===== src/rtl/dm_victim_cache_pkg.sv =====
package dm_victim_cache_pkg;

  typedef struct packed {
    logic latchReq;
    logic doWrite;
    logic doSwap;
    logic latchVictim;
    logic doFill;
    logic wbSel;
  } vcCtrl_t;

  typedef enum logic [2:0] {
    ST_IDLE,
    ST_LOOK,
    ST_WB,
    ST_RD,
    ST_WAIT
  } vcState_t;

endpackage


===== src/rtl/dm_victim_cache_ctrl.sv =====
module dm_victim_cache_ctrl
  import dm_victim_cache_pkg::*;
(
  input  logic    clk,
  input  logic    rstN,
  input  logic    cpuReqValid,
  input  logic    dmHit,
  input  logic    vbHit,
  input  logic    victimDirty,
  input  logic    reqIsWrite,
  input  logic    memReqReady,
  input  logic    memRspValid,
  output vcCtrl_t ctrl,
  output logic    cpuReqReady,
  output logic    cpuRspValid,
  output logic    memReqValid,
  output logic    memReqWrite
);

  vcState_t state, nextState;

  always_ff @(posedge clk or negedge rstN) begin
    if (!rstN) state <= ST_IDLE;
    else       state <= nextState;
  end

  always_comb begin
    ctrl        = '0;
    nextState   = state;
    cpuReqReady = 1'b0;
    cpuRspValid = 1'b0;
    memReqValid = 1'b0;
    memReqWrite = 1'b0;
    case (state)
      ST_IDLE: begin
        cpuReqReady = 1'b1;
        if (cpuReqValid) begin
          ctrl.latchReq = 1'b1;
          nextState     = ST_LOOK;
        end
      end
      ST_LOOK: begin
        if (dmHit) begin
          cpuRspValid  = 1'b1;
          ctrl.doWrite = reqIsWrite;
          nextState    = ST_IDLE;
        end else if (vbHit) begin
          ctrl.doSwap = 1'b1;
        end else begin
          ctrl.latchVictim = 1'b1;
          nextState        = victimDirty ? ST_WB : ST_RD;
        end
      end
      ST_WB: begin
        memReqValid = 1'b1;
        memReqWrite = 1'b1;
        ctrl.wbSel  = 1'b1;
        if (memReqReady) nextState = ST_RD;
      end
      ST_RD: begin
        memReqValid = 1'b1;
        if (memReqReady) nextState = ST_WAIT;
      end
      ST_WAIT: begin
        if (memRspValid) begin
          ctrl.doFill = 1'b1;
          nextState   = ST_LOOK;
        end
      end
      default: nextState = ST_IDLE;
    endcase
  end

endmodule


===== src/rtl/dm_victim_cache_dp.sv =====
module dm_victim_cache_dp
  import dm_victim_cache_pkg::*;
#(
  parameter int ADDR_W         = 12,
  parameter int DATA_W         = 32,
  parameter int WORDS_PER_LINE = 4,
  parameter int SETS           = 16,
  parameter int VB_DEPTH       = 4,
  localparam int OFF_W         = $clog2(WORDS_PER_LINE),
  localparam int IDX_W         = $clog2(SETS),
  localparam int LINE_ADDR_W   = ADDR_W - OFF_W,
  localparam int TAG_W         = LINE_ADDR_W - IDX_W,
  localparam int LINE_W        = DATA_W * WORDS_PER_LINE,
  localparam int VB_IDX_W      = $clog2(VB_DEPTH)
)(
  input  logic                   clk,
  input  logic                   rstN,
  input  vcCtrl_t                ctrl,
  input  logic [ADDR_W-1:0]      cpuReqAddr,
  input  logic                   cpuReqWrite,
  input  logic [DATA_W-1:0]      cpuReqWdata,
  input  logic [LINE_W-1:0]      memRspData,
  output logic                   dmHit,
  output logic                   vbHit,
  output logic                   victimDirty,
  output logic                   reqIsWrite,
  output logic [DATA_W-1:0]      cpuRspRdata,
  output logic [LINE_ADDR_W-1:0] memReqAddr,
  output logic [LINE_W-1:0]      memReqData
);

  // latched request and its fields
  logic [ADDR_W-1:0]      reqAddr;
  logic [DATA_W-1:0]      reqWdata;
  logic [OFF_W-1:0]       reqOff;
  logic [LINE_ADDR_W-1:0] reqLine;
  logic [IDX_W-1:0]       reqIdx;
  logic [TAG_W-1:0]       reqTag;

  assign reqOff  = reqAddr[OFF_W-1:0];
  assign reqLine = reqAddr[ADDR_W-1:OFF_W];
  assign reqIdx  = reqLine[IDX_W-1:0];
  assign reqTag  = reqLine[LINE_ADDR_W-1:IDX_W];

  // direct-mapped array
  logic [SETS-1:0]   dmValid, dmDirty;
  logic [TAG_W-1:0]  dmTag  [SETS];
  logic [LINE_W-1:0] dmData [SETS];

  // victim buffer
  logic [VB_DEPTH-1:0]    vbValid, vbDirty, vbMatch;
  logic [LINE_ADDR_W-1:0] vbAddr [VB_DEPTH];
  logic [LINE_W-1:0]      vbData [VB_DEPTH];
  logic [VB_IDX_W-1:0]    vbPtr, vbSelQ, vbHitIdx, vbFreeIdx, vbChoice, vbSelNext;
  logic                   vbHasFree;

  for (genvar g = 0; g < VB_DEPTH; g++) begin : gMatch
    assign vbMatch[g] = vbValid[g] && (vbAddr[g] == reqLine);
  end

  always_comb begin
    vbHitIdx  = '0;
    vbFreeIdx = '0;
    vbHasFree = 1'b0;
    for (int i = VB_DEPTH - 1; i >= 0; i--) begin
      if (vbMatch[i]) vbHitIdx = VB_IDX_W'(i);
      if (!vbValid[i]) begin
        vbHasFree = 1'b1;
        vbFreeIdx = VB_IDX_W'(i);
      end
    end
  end

  assign vbChoice  = vbHasFree ? vbFreeIdx : vbPtr;
  assign vbSelNext = (vbSelQ == VB_IDX_W'(VB_DEPTH - 1)) ? '0 : vbSelQ + 1'b1;

  assign dmHit       = dmValid[reqIdx] && (dmTag[reqIdx] == reqTag);
  assign vbHit       = |vbMatch;
  assign victimDirty = dmValid[reqIdx] && vbValid[vbChoice] && vbDirty[vbChoice];
  assign cpuRspRdata = dmData[reqIdx][reqOff*DATA_W +: DATA_W];
  assign memReqAddr  = ctrl.wbSel ? vbAddr[vbSelQ] : reqLine;
  assign memReqData  = vbData[vbSelQ];

  // state bits with reset
  always_ff @(posedge clk or negedge rstN) begin
    if (!rstN) begin
      reqAddr    <= '0;
      reqWdata   <= '0;
      reqIsWrite <= 1'b0;
      dmValid    <= '0;
      dmDirty    <= '0;
      vbValid    <= '0;
      vbDirty    <= '0;
      vbPtr      <= '0;
      vbSelQ     <= '0;
    end else begin
      if (ctrl.latchReq) begin
        reqAddr    <= cpuReqAddr;
        reqWdata   <= cpuReqWdata;
        reqIsWrite <= cpuReqWrite;
      end
      if (ctrl.latchVictim) vbSelQ <= vbChoice;
      if (ctrl.doSwap) begin
        vbValid[vbHitIdx] <= dmValid[reqIdx];
        vbDirty[vbHitIdx] <= dmDirty[reqIdx];
        dmValid[reqIdx]   <= 1'b1;
        dmDirty[reqIdx]   <= vbDirty[vbHitIdx];
      end
      if (ctrl.doFill) begin
        if (dmValid[reqIdx]) begin
          vbValid[vbSelQ] <= 1'b1;
          vbDirty[vbSelQ] <= dmDirty[reqIdx];
          if (vbValid[vbSelQ]) vbPtr <= vbSelNext;
        end
        dmValid[reqIdx] <= 1'b1;
        dmDirty[reqIdx] <= 1'b0;
      end
      if (ctrl.doWrite) dmDirty[reqIdx] <= 1'b1;
    end
  end

  // tag and data storage, no reset
  always_ff @(posedge clk) begin
    if (ctrl.doSwap) begin
      vbAddr[vbHitIdx] <= {dmTag[reqIdx], reqIdx};
      vbData[vbHitIdx] <= dmData[reqIdx];
      dmTag[reqIdx]    <= vbAddr[vbHitIdx][LINE_ADDR_W-1:IDX_W];
      dmData[reqIdx]   <= vbData[vbHitIdx];
    end
    if (ctrl.doFill) begin
      if (dmValid[reqIdx]) begin
        vbAddr[vbSelQ] <= {dmTag[reqIdx], reqIdx};
        vbData[vbSelQ] <= dmData[reqIdx];
      end
      dmTag[reqIdx]  <= reqTag;
      dmData[reqIdx] <= memRspData;
    end
    if (ctrl.doWrite) dmData[reqIdx][reqOff*DATA_W +: DATA_W] <= reqWdata;
  end

endmodule


===== src/rtl/dm_victim_cache.sv =====
module dm_victim_cache
  import dm_victim_cache_pkg::*;
#(
  parameter int ADDR_W         = 12,
  parameter int DATA_W         = 32,
  parameter int WORDS_PER_LINE = 4,
  parameter int SETS           = 16,
  parameter int VB_DEPTH       = 4,
  localparam int LINE_ADDR_W   = ADDR_W - $clog2(WORDS_PER_LINE),
  localparam int LINE_W        = DATA_W * WORDS_PER_LINE
)(
  input  logic                   clk,
  input  logic                   rstN,
  input  logic                   cpuReqValid,
  output logic                   cpuReqReady,
  input  logic                   cpuReqWrite,
  input  logic [ADDR_W-1:0]      cpuReqAddr,
  input  logic [DATA_W-1:0]      cpuReqWdata,
  output logic                   cpuRspValid,
  output logic [DATA_W-1:0]      cpuRspRdata,
  output logic                   memReqValid,
  input  logic                   memReqReady,
  output logic                   memReqWrite,
  output logic [LINE_ADDR_W-1:0] memReqAddr,
  output logic [LINE_W-1:0]      memReqData,
  input  logic                   memRspValid,
  input  logic [LINE_W-1:0]      memRspData
);

  vcCtrl_t ctrl;
  logic    dmHit, vbHit, victimDirty, reqIsWrite;

  dm_victim_cache_ctrl u_ctrl (
    .clk         (clk),
    .rstN        (rstN),
    .cpuReqValid (cpuReqValid),
    .dmHit       (dmHit),
    .vbHit       (vbHit),
    .victimDirty (victimDirty),
    .reqIsWrite  (reqIsWrite),
    .memReqReady (memReqReady),
    .memRspValid (memRspValid),
    .ctrl        (ctrl),
    .cpuReqReady (cpuReqReady),
    .cpuRspValid (cpuRspValid),
    .memReqValid (memReqValid),
    .memReqWrite (memReqWrite)
  );

  dm_victim_cache_dp #(
    .ADDR_W         (ADDR_W),
    .DATA_W         (DATA_W),
    .WORDS_PER_LINE (WORDS_PER_LINE),
    .SETS           (SETS),
    .VB_DEPTH       (VB_DEPTH)
  ) u_dp (
    .clk         (clk),
    .rstN        (rstN),
    .ctrl        (ctrl),
    .cpuReqAddr  (cpuReqAddr),
    .cpuReqWrite (cpuReqWrite),
    .cpuReqWdata (cpuReqWdata),
    .memRspData  (memRspData),
    .dmHit       (dmHit),
    .vbHit       (vbHit),
    .victimDirty (victimDirty),
    .reqIsWrite  (reqIsWrite),
    .cpuRspRdata (cpuRspRdata),
    .memReqAddr  (memReqAddr),
    .memReqData  (memReqData)
  );

endmodule


===== config.mk =====
export PLATFORM = sky130hd
export DESIGN_NAME = dm_victim_cache
export DESIGN_NICKNAME = d
export VERILOG_FILES = /design/src/rtl/dm_victim_cache_pkg.sv /design/src/rtl/dm_victim_cache_ctrl.sv /design/src/rtl/dm_victim_cache_dp.sv /design/src/rtl/dm_victim_cache.sv
export SDC_FILE = /design/constraint.sdc
export NUM_CORES = 2
export LEC_CHECK = 0
export CAP_MARGIN = 20
export CELL_PAD_IN_SITES_DETAIL_PLACEMENT = 0
export CELL_PAD_IN_SITES_GLOBAL_PLACEMENT = 2
export CORE_UTILIZATION = 44
export CTS_CLUSTER_DIAMETER = 150
export DETAILED_ROUTE_END_ITERATION = 8
export PLACE_DENSITY = 0.85
export SYNTH_ARGS = -nofsm -noshare
export SYNTH_HDL_FRONTEND = slang
export SYNTH_SLANG_ARGS = --single-unit

===== constraint.sdc =====
create_clock -name clk -period 11.9 [get_ports clk]
set_clock_uncertainty 0.2 [all_clocks]
set_input_delay 2.38 -clock clk [delete_from_list [all_inputs] [get_ports clk]]
set_output_delay 2.38 -clock clk [all_outputs]
set_load 0.02 [all_outputs]

======== Word level (Yosys, flattened, before mapping) ========
Memories as Yosys holds them, arrays and structs flattened.
Index checks and enable logic that the tools add are counted.
cells by class
  add/subtract/negate cells ............... 2
  multiply operators ...................... 0
  divide/modulo/power cells ............... 0
  order comparisons ....................... 7
  equal/unequal tests ..................... 15
  shifts and indexed selects .............. 3
  mux-type cells .......................... 215
  bitwise logic cells ..................... 136
  reduce and logical (&&, ||, !) cells .... 17
operators by type and width
  operator                                                                   number
  128-bit 2-to-1 mux                                                         3
  1-bit 2-to-1 mux                                                           164
  1-bit OR                                                                   130
  128-bit OR reduction                                                       1
  32-bit by 34-bit variable shift with 128-bit output, first input constant  1
  128-bit by 8-bit variable part select with 32-bit output                   1
  32-bit by 34-bit variable part select with 128-bit output                  1
  16-bit 2-to-1 mux                                                          5
  16-bit OR                                                                  3
  10-bit equality test                                                       4
  7-bit negation with 34-bit output                                          1
  2-bit 2-to-1 mux                                                           13
  4-bit 2-to-1 mux                                                           6
  3-bit 2-to-1 mux                                                           7
  10-bit 2-to-1 mux                                                          2
  16-bit bitwise AND                                                         1
  16-bit bitwise mux                                                         1
  16-bit NOT                                                                 1
  3-bit one-hot mux with 5 select lines                                      1
  4-bit bitwise mux                                                          3
  1-bit logical AND                                                          10
  10-bit OR reduction                                                        1
  2-bit by 3-bit < comparator with 1-bit output, second input constant       3
  1-bit binary-select mux with 2-bit select                                  4
  21 further kinds                                                           28
word-level totals
  bits in registers ....................... 92
  latch bits .............................. 0
  memory bits (writable) .................. 2,696
  ROM bits ................................ 0
  input bits .............................. 178
  output and inout port bits .............. 174
  word-level logic and storage cells ...... 409
  memories ................................ 4
memories
  name         words  bits a word  rd ports  clocked after Yosys merged registers in  write ports  RTL line                  source
  u_dp.dmData  16     128          1         0                                        1            dm_victim_cache_dp.sv:48  logic [LINE_W-1:0] dmData [SETS];
  u_dp.vbData  4      128          2         0                                        1            dm_victim_cache_dp.sv:53  logic [LINE_W-1:0] vbData [VB_DEPTH];
  u_dp.dmTag   16     6            1         0                                        1            dm_victim_cache_dp.sv:47  logic [TAG_W-1:0] dmTag [SETS];
  u_dp.vbAddr  4      10           6         0                                        1            dm_victim_cache_dp.sv:52  logic [LINE_ADDR_W-1:0] vbAddr [VB_DEPTH];

======== Depth between registers and ports, before layout ========
An unclocked memory read counts as a cell.
  depth after elaboration ................. 16
  gate-level depth with buffers ........... 14
  depth with buffers taken out ............ 8

======== By module ========
A second synthesis with hierarchy kept.
second synthesis, totals
  cells, all modules ...................... 5,641
  area total of the unflattened synthesis .. 114,053.1 um2
modules (own cells, without submodules)
  module                instances  cells each  area an instance (um2)  seq. area each (um2)
  dm_victim_cache_dp    1          5,613       113,812.9               83,184.8
  dm_victim_cache_ctrl  1          28          240.2                   75.1

======== Least setup slack after synthesis ========
OpenSTA, ideal clock, no wires.
  kind .................................... input port to flip-flop
  from .................................... in memRspValid
  to ...................................... mem u_dp.vbAddr[2][0] (netlist name) (enable)
  setup time .............................. 826 ps
  data arrival time ....................... 12,741 ps
  data required time ...................... 10,874 ps
  slack ................................... -1,867 ps
  stages .................................. 5
  path buffers ............................ 1
  cells stage by stage .................... nand3_1 > clkbuf_1 > nor2_1 > nand2_1 > o21ai_0
between the ends
  longest elaborated chain between the ends .. 6
  elaborated cells on any way between the ends .. 7
  those cells by class .................... mux (6); reduce/logical (1)
RTL lines
  item                                                                   RTL line                    source
  start: declaration                                                     dm_victim_cache.sv:26       input logic memRspValid,
  1-bit 2-to-1 mux *                                                     dm_victim_cache_ctrl.sv:65  if (memRspValid) begin
  1-bit 2-to-1 mux *                                                     dm_victim_cache_ctrl.sv:34  case (state)
  1-bit 2-to-1 mux *                                                     dm_victim_cache_dp.sv:130   if (ctrl.doFill) begin
  1-bit 2-to-1 mux (implied by the code) *                               dm_victim_cache_dp.sv:132   vbAddr[vbSelQ] <= {dmTag[reqIdx], reqIdx};
  10-bit OR reduction (no line)                                          -
  2-bit 2-to-1 mux (no line) / 1-bit 2-to-1 mux (equally long branches)  -
  end: declaration                                                       dm_victim_cache_dp.sv:52
Every way passes the cells marked *; elsewhere a longest branch is shown, timed or not.

======== Worst setup path in the final report ========
  from .................................... reg u_dp.reqAddr[2]
  to ...................................... out cpuRspRdata[17]
between the ends
  longest elaborated chain between the ends .. 2
RTL lines
  item                                                      RTL line                  source
  start: declaration                                        dm_victim_cache_dp.sv:33  logic [ADDR_W-1:0] reqAddr;
  start signal: assignment                                  dm_victim_cache_dp.sv:98  reqAddr <= cpuReqAddr;
  memory read 16 x 128 bit                                  -
  128-bit by 8-bit variable part select with 32-bit output  dm_victim_cache_dp.sv:80  assign cpuRspRdata = dmData[reqIdx][reqOff*DATA_W +: DATA_W];
  end: declaration                                          dm_victim_cache.sv:20     output logic [DATA_W-1:0] cpuRspRdata,
Every way passes these cells.

==> results_dict.tcl <==
set metrics [dict create \
    dr.pass1.iters 7 \
    yosys-top-cells-area "edfxtp_1 (71%), mux4_2 (17%), mux2i_1 (2.4%), dfrtp_1 (2.0%), a221oi_1 (0.99%)" \
    dr.first_iter.drc_count 9073 \
    powerDensity_nw_per_um2 226 \
    crit_chain "buf_4, buf_4, mux4_2, mux4_2, mux4_2, clkdlybuf4s50_1" \
    p_switching_mw 9.42 \
    dp_hpwl_mm 207 \
    cp.arrival_ns 5.85 \
    slowest_delay_ns 0.86 \
    syn_inst 5314 \
    post-cts-setup-buffers 0 \
    violations "DRC" \
    grt_pass1_wl_mm 478 \
    clock_path_buffers 4 \
    grt_max_degree 158 \
    postRouteAntennaNets 0 \
    grt_pass1_vias 59444 \
    fin_util_pct 51.2 \
    cts_sinks 2788 \
    ff2ff_path_depth 10 \
    crit_type "reg2out" \
    layout_common_cells "edfxtp_1 (2696), mux4_2 (837), clkdlybuf4s50_1 (350), clkbuf_16 (301), mux2i_1 (273)" \
    synth_top_area_cell "edfxtp_1" \
    dominantRegCellSynth "edfxtp_1" \
    setup_violations 0 \
    swShare_pct 31.7 \
    nets 6027 \
    relSlewSlack_pct 13.8 \
    end_kind "output port" \
    p_comb_share_pct 28.4 \
    path_buf_inv 3 \
    grt.total_usage_pct 26.8 \
    ios 352 \
    rsz0062_at_grt "no" \
    cp_common_cell "mux4_2" \
    clk_pin_slew_ns 0.06 \
    crit_required_ns 9.32 \
    netlist_area_um2 113000 \
    synth_warnings 0 \
    core_area_um2 256000 \
    worst-path-stages 6 \
    gp_congestion 0.881 \
    cts_root_buffer "clkbuf_16" \
    cap_violations 0 \
    die_h_um 510 \
    cts_buffers 297 \
    areaGrowthSynthToFinish_pct 15.9 \
    cp-startpoint "u_dp.reqAddr[2]$_DFFE_PN0P_" \
    r2r-start "u_dp.reqAddr[2]$_DFFE_PN0P_" \
    clk_latency_ns 0.94 \
    p_seq_share_pct 41.2 \
    p_int_mw 20.3 \
    reg2reg_slack_ns 5.54 \
    drv_slew 0 \
    antenna_found_initial 42 \
    num_vias 61439 \
    fmax_ghz 0.119 \
    synth_edf_count 2696 \
    finalHoldViolCount 0 \
    path_max_fanout 48 \
    portBuffers 351 \
    yosysTopAreaCellShare_pct 71.4 \
    final_cell_count_no_fill 9455 \
    yosysSeqAreaShare_pct 73.4 \
    crit_slowest_cell "buf_4" \
    status "complete, but fails checks" \
    htreeDepth 5 \
    ys_seq_elements 2788 \
    r2r-end "u_dp.dmData[2][0]$_DFFE_PP_" \
    layout-drive-gt1-share_pct 27.2 \
    routed_wl_mm 351 \
    synth_nets 5501 \
    dieArea_um2 260000 \
    synth_area_per_cell_um2 21.3 \
    fin_tns_setup_ns 0 \
    vdd_drop_max_mv 0.277 \
    post_drt_wl_per_cell_um 37.1 \
    cts_hold_buf 0 \
    worst_slew_pin_slew_ns 1.29 \
    clkPwrFrac_pct 30.4 \
    postCtsResizedCells 0 \
    cpLargestDelayFamily "buffers and inverters" \
    rows 186 \
    start_util_pct 44.2 \
    hold_path_class "reg2reg" \
    crit_path_start_kind "flip-flop" \
    drc 5 \
    period_minus_slack_ns 8.43 \
    p_leak_nw 40.3 \
    fp.dieW_um 510 \
    async_flop_share_pct 3.30 \
    dp.cells 8846 \
    multi_input_area_um2 29100 \
    nFillCells 19781 \
    grt_overflow 0 \
    critical_path.endpoint "cpuRspRdata[17]" \
    avgViaCountPerCell 6.50 \
    synth.distinct_cells 70 \
    cts_tree "built" \
    fin_crit_sh_pct 70.8 \
    layout_commonest_cell "edfxtp_1" \
    seqCellArea_um2 83300 \
]
==> how the worst min path moves through the flow <==
stage,slack (ns),to,from,cells after the start
after floorplan,0.24,u_dp.dmValid[10]$_DFF_PN0_,u_dp.dmValid[10]$_DFF_PN0_,1
final,0.28,u_dp.dmValid[15]$_DFF_PN0_,u_dp.dmValid[15]$_DFF_PN0_,1
after detailed placement,0.26,u_dp.dmValid[10]$_DFF_PN0_,u_dp.dmValid[10]$_DFF_PN0_,1
after global routing,0.28,u_dp.dmValid[10]$_DFF_PN0_,u_dp.dmValid[10]$_DFF_PN0_,1
after global placement,0.25,u_dp.dmValid[13]$_DFF_PN0_,u_dp.dmValid[13]$_DFF_PN0_,1
after CTS,0.27,u_dp.dmValid[10]$_DFF_PN0_,u_dp.dmValid[10]$_DFF_PN0_,1
==> worst reg2reg max path, delay by kind of cell (launching register included) <==
family | cells | cell delay [ns]
buffers and inverters | 3 | 2.25
xor gates and xnor gates | 1 | 0.45
and+or+nand+nor | 3 | 0.83
muxes | 1 | 0.88
DFF | 1 | 0.82
AOI/OAI and AO/OA | 2 | 0.59
==> per-layer routing <==
metal / global-route usage [%] / routed length (µm) / up-vias
met5: 0 / 138 / -
met4: 14.1 / 20900 / 20
met3: 6.92 / 43900 / 737
met2: 40.8 / 161000 / 4431
met1: 35.7 / 125000 / 32631
li1: - / - / 23620
==> registers in the layout (all words and copies together), names as in the netlist <==
signal,flops
u_dp.vbAddr,40
u_dp.reqWdata,32
u_dp.dmDirty,16
u_dp.vbDirty,4
u_ctrl.state,3
u_dp.dmTag,96
u_dp.vbPtr,2
u_dp.reqAddr,12
u_dp.vbSelQ,2
u_dp.vbData,512
u_dp.dmData,2048
u_dp.reqIsWrite,1
u_dp.vbValid,4
u_dp.dmValid,16
==> synthesized netlist by cell type (20+ instances only) <==
cell type  number
nand2_1       187
buf_2         104
xnor2_1        41
dfrtp_1        92
mux4_2        837
a221oi_1      128
mux2i_1       273
buf_1          47
mux2_2         74
clkbuf_1      161
edfxtp_1     2696
o22a_1        127
nor2_1        241
o21ai_0        44
nor3_1         20
a22oi_1        28
==> per-stage QoR <==
stage                     setup WS [ns]  total power [mW]  hold WS, ns  instance area [µm²]
after detailed placement           4.36              20.7        0.258               121000
final                              3.47              29.7        0.278               131000
after global placement             4.38              20.6        0.253               121000
after global routing               3.18              30.3        0.284               131000
after floorplan                    1.18              17.0        0.238               113000
after CTS                          3.33              29.6        0.275               131000
==> power by group through the flow <==
stage,sequential [mW],combinational [mW],clock (mW)
5_1_grt,12.2,8.68,9.44
3_5_place_dp,12.4,8.32,0
4_1_cts,12.2,8.35,9.08
2_1_floorplan,11.9,5.17,0
3_3_place_gp,12.4,8.19,0
6_report,12.2,8.44,9.03
==> final cells by class <==
cell class / instances / share of cell area (%)
antenna: 23 / 0.0438
sequential: 2788 / 63.4
clock buffer: 348 / 5.87
tap: 3384 / 3.22
clock inverter: 159 / 1.23
inverter: 11 / 0.0314
timing repair buffer: 571 / 4.10
multi-input combinational: 2171 / 22.1
==> logic make-up after synthesis <==
family	after synthesis	share of synthesized area, %
muxes	1185	19.8
and+or+nand+nor	539	2.04
xor gates and xnor gates	43	0.332
adders and majority gates	9	0.0993
buffers and inverters	355	1.51
AOI/OAI and AO/OA	395	2.82
DFF	2788	73.4
Power figures use the tool's default switching activity.
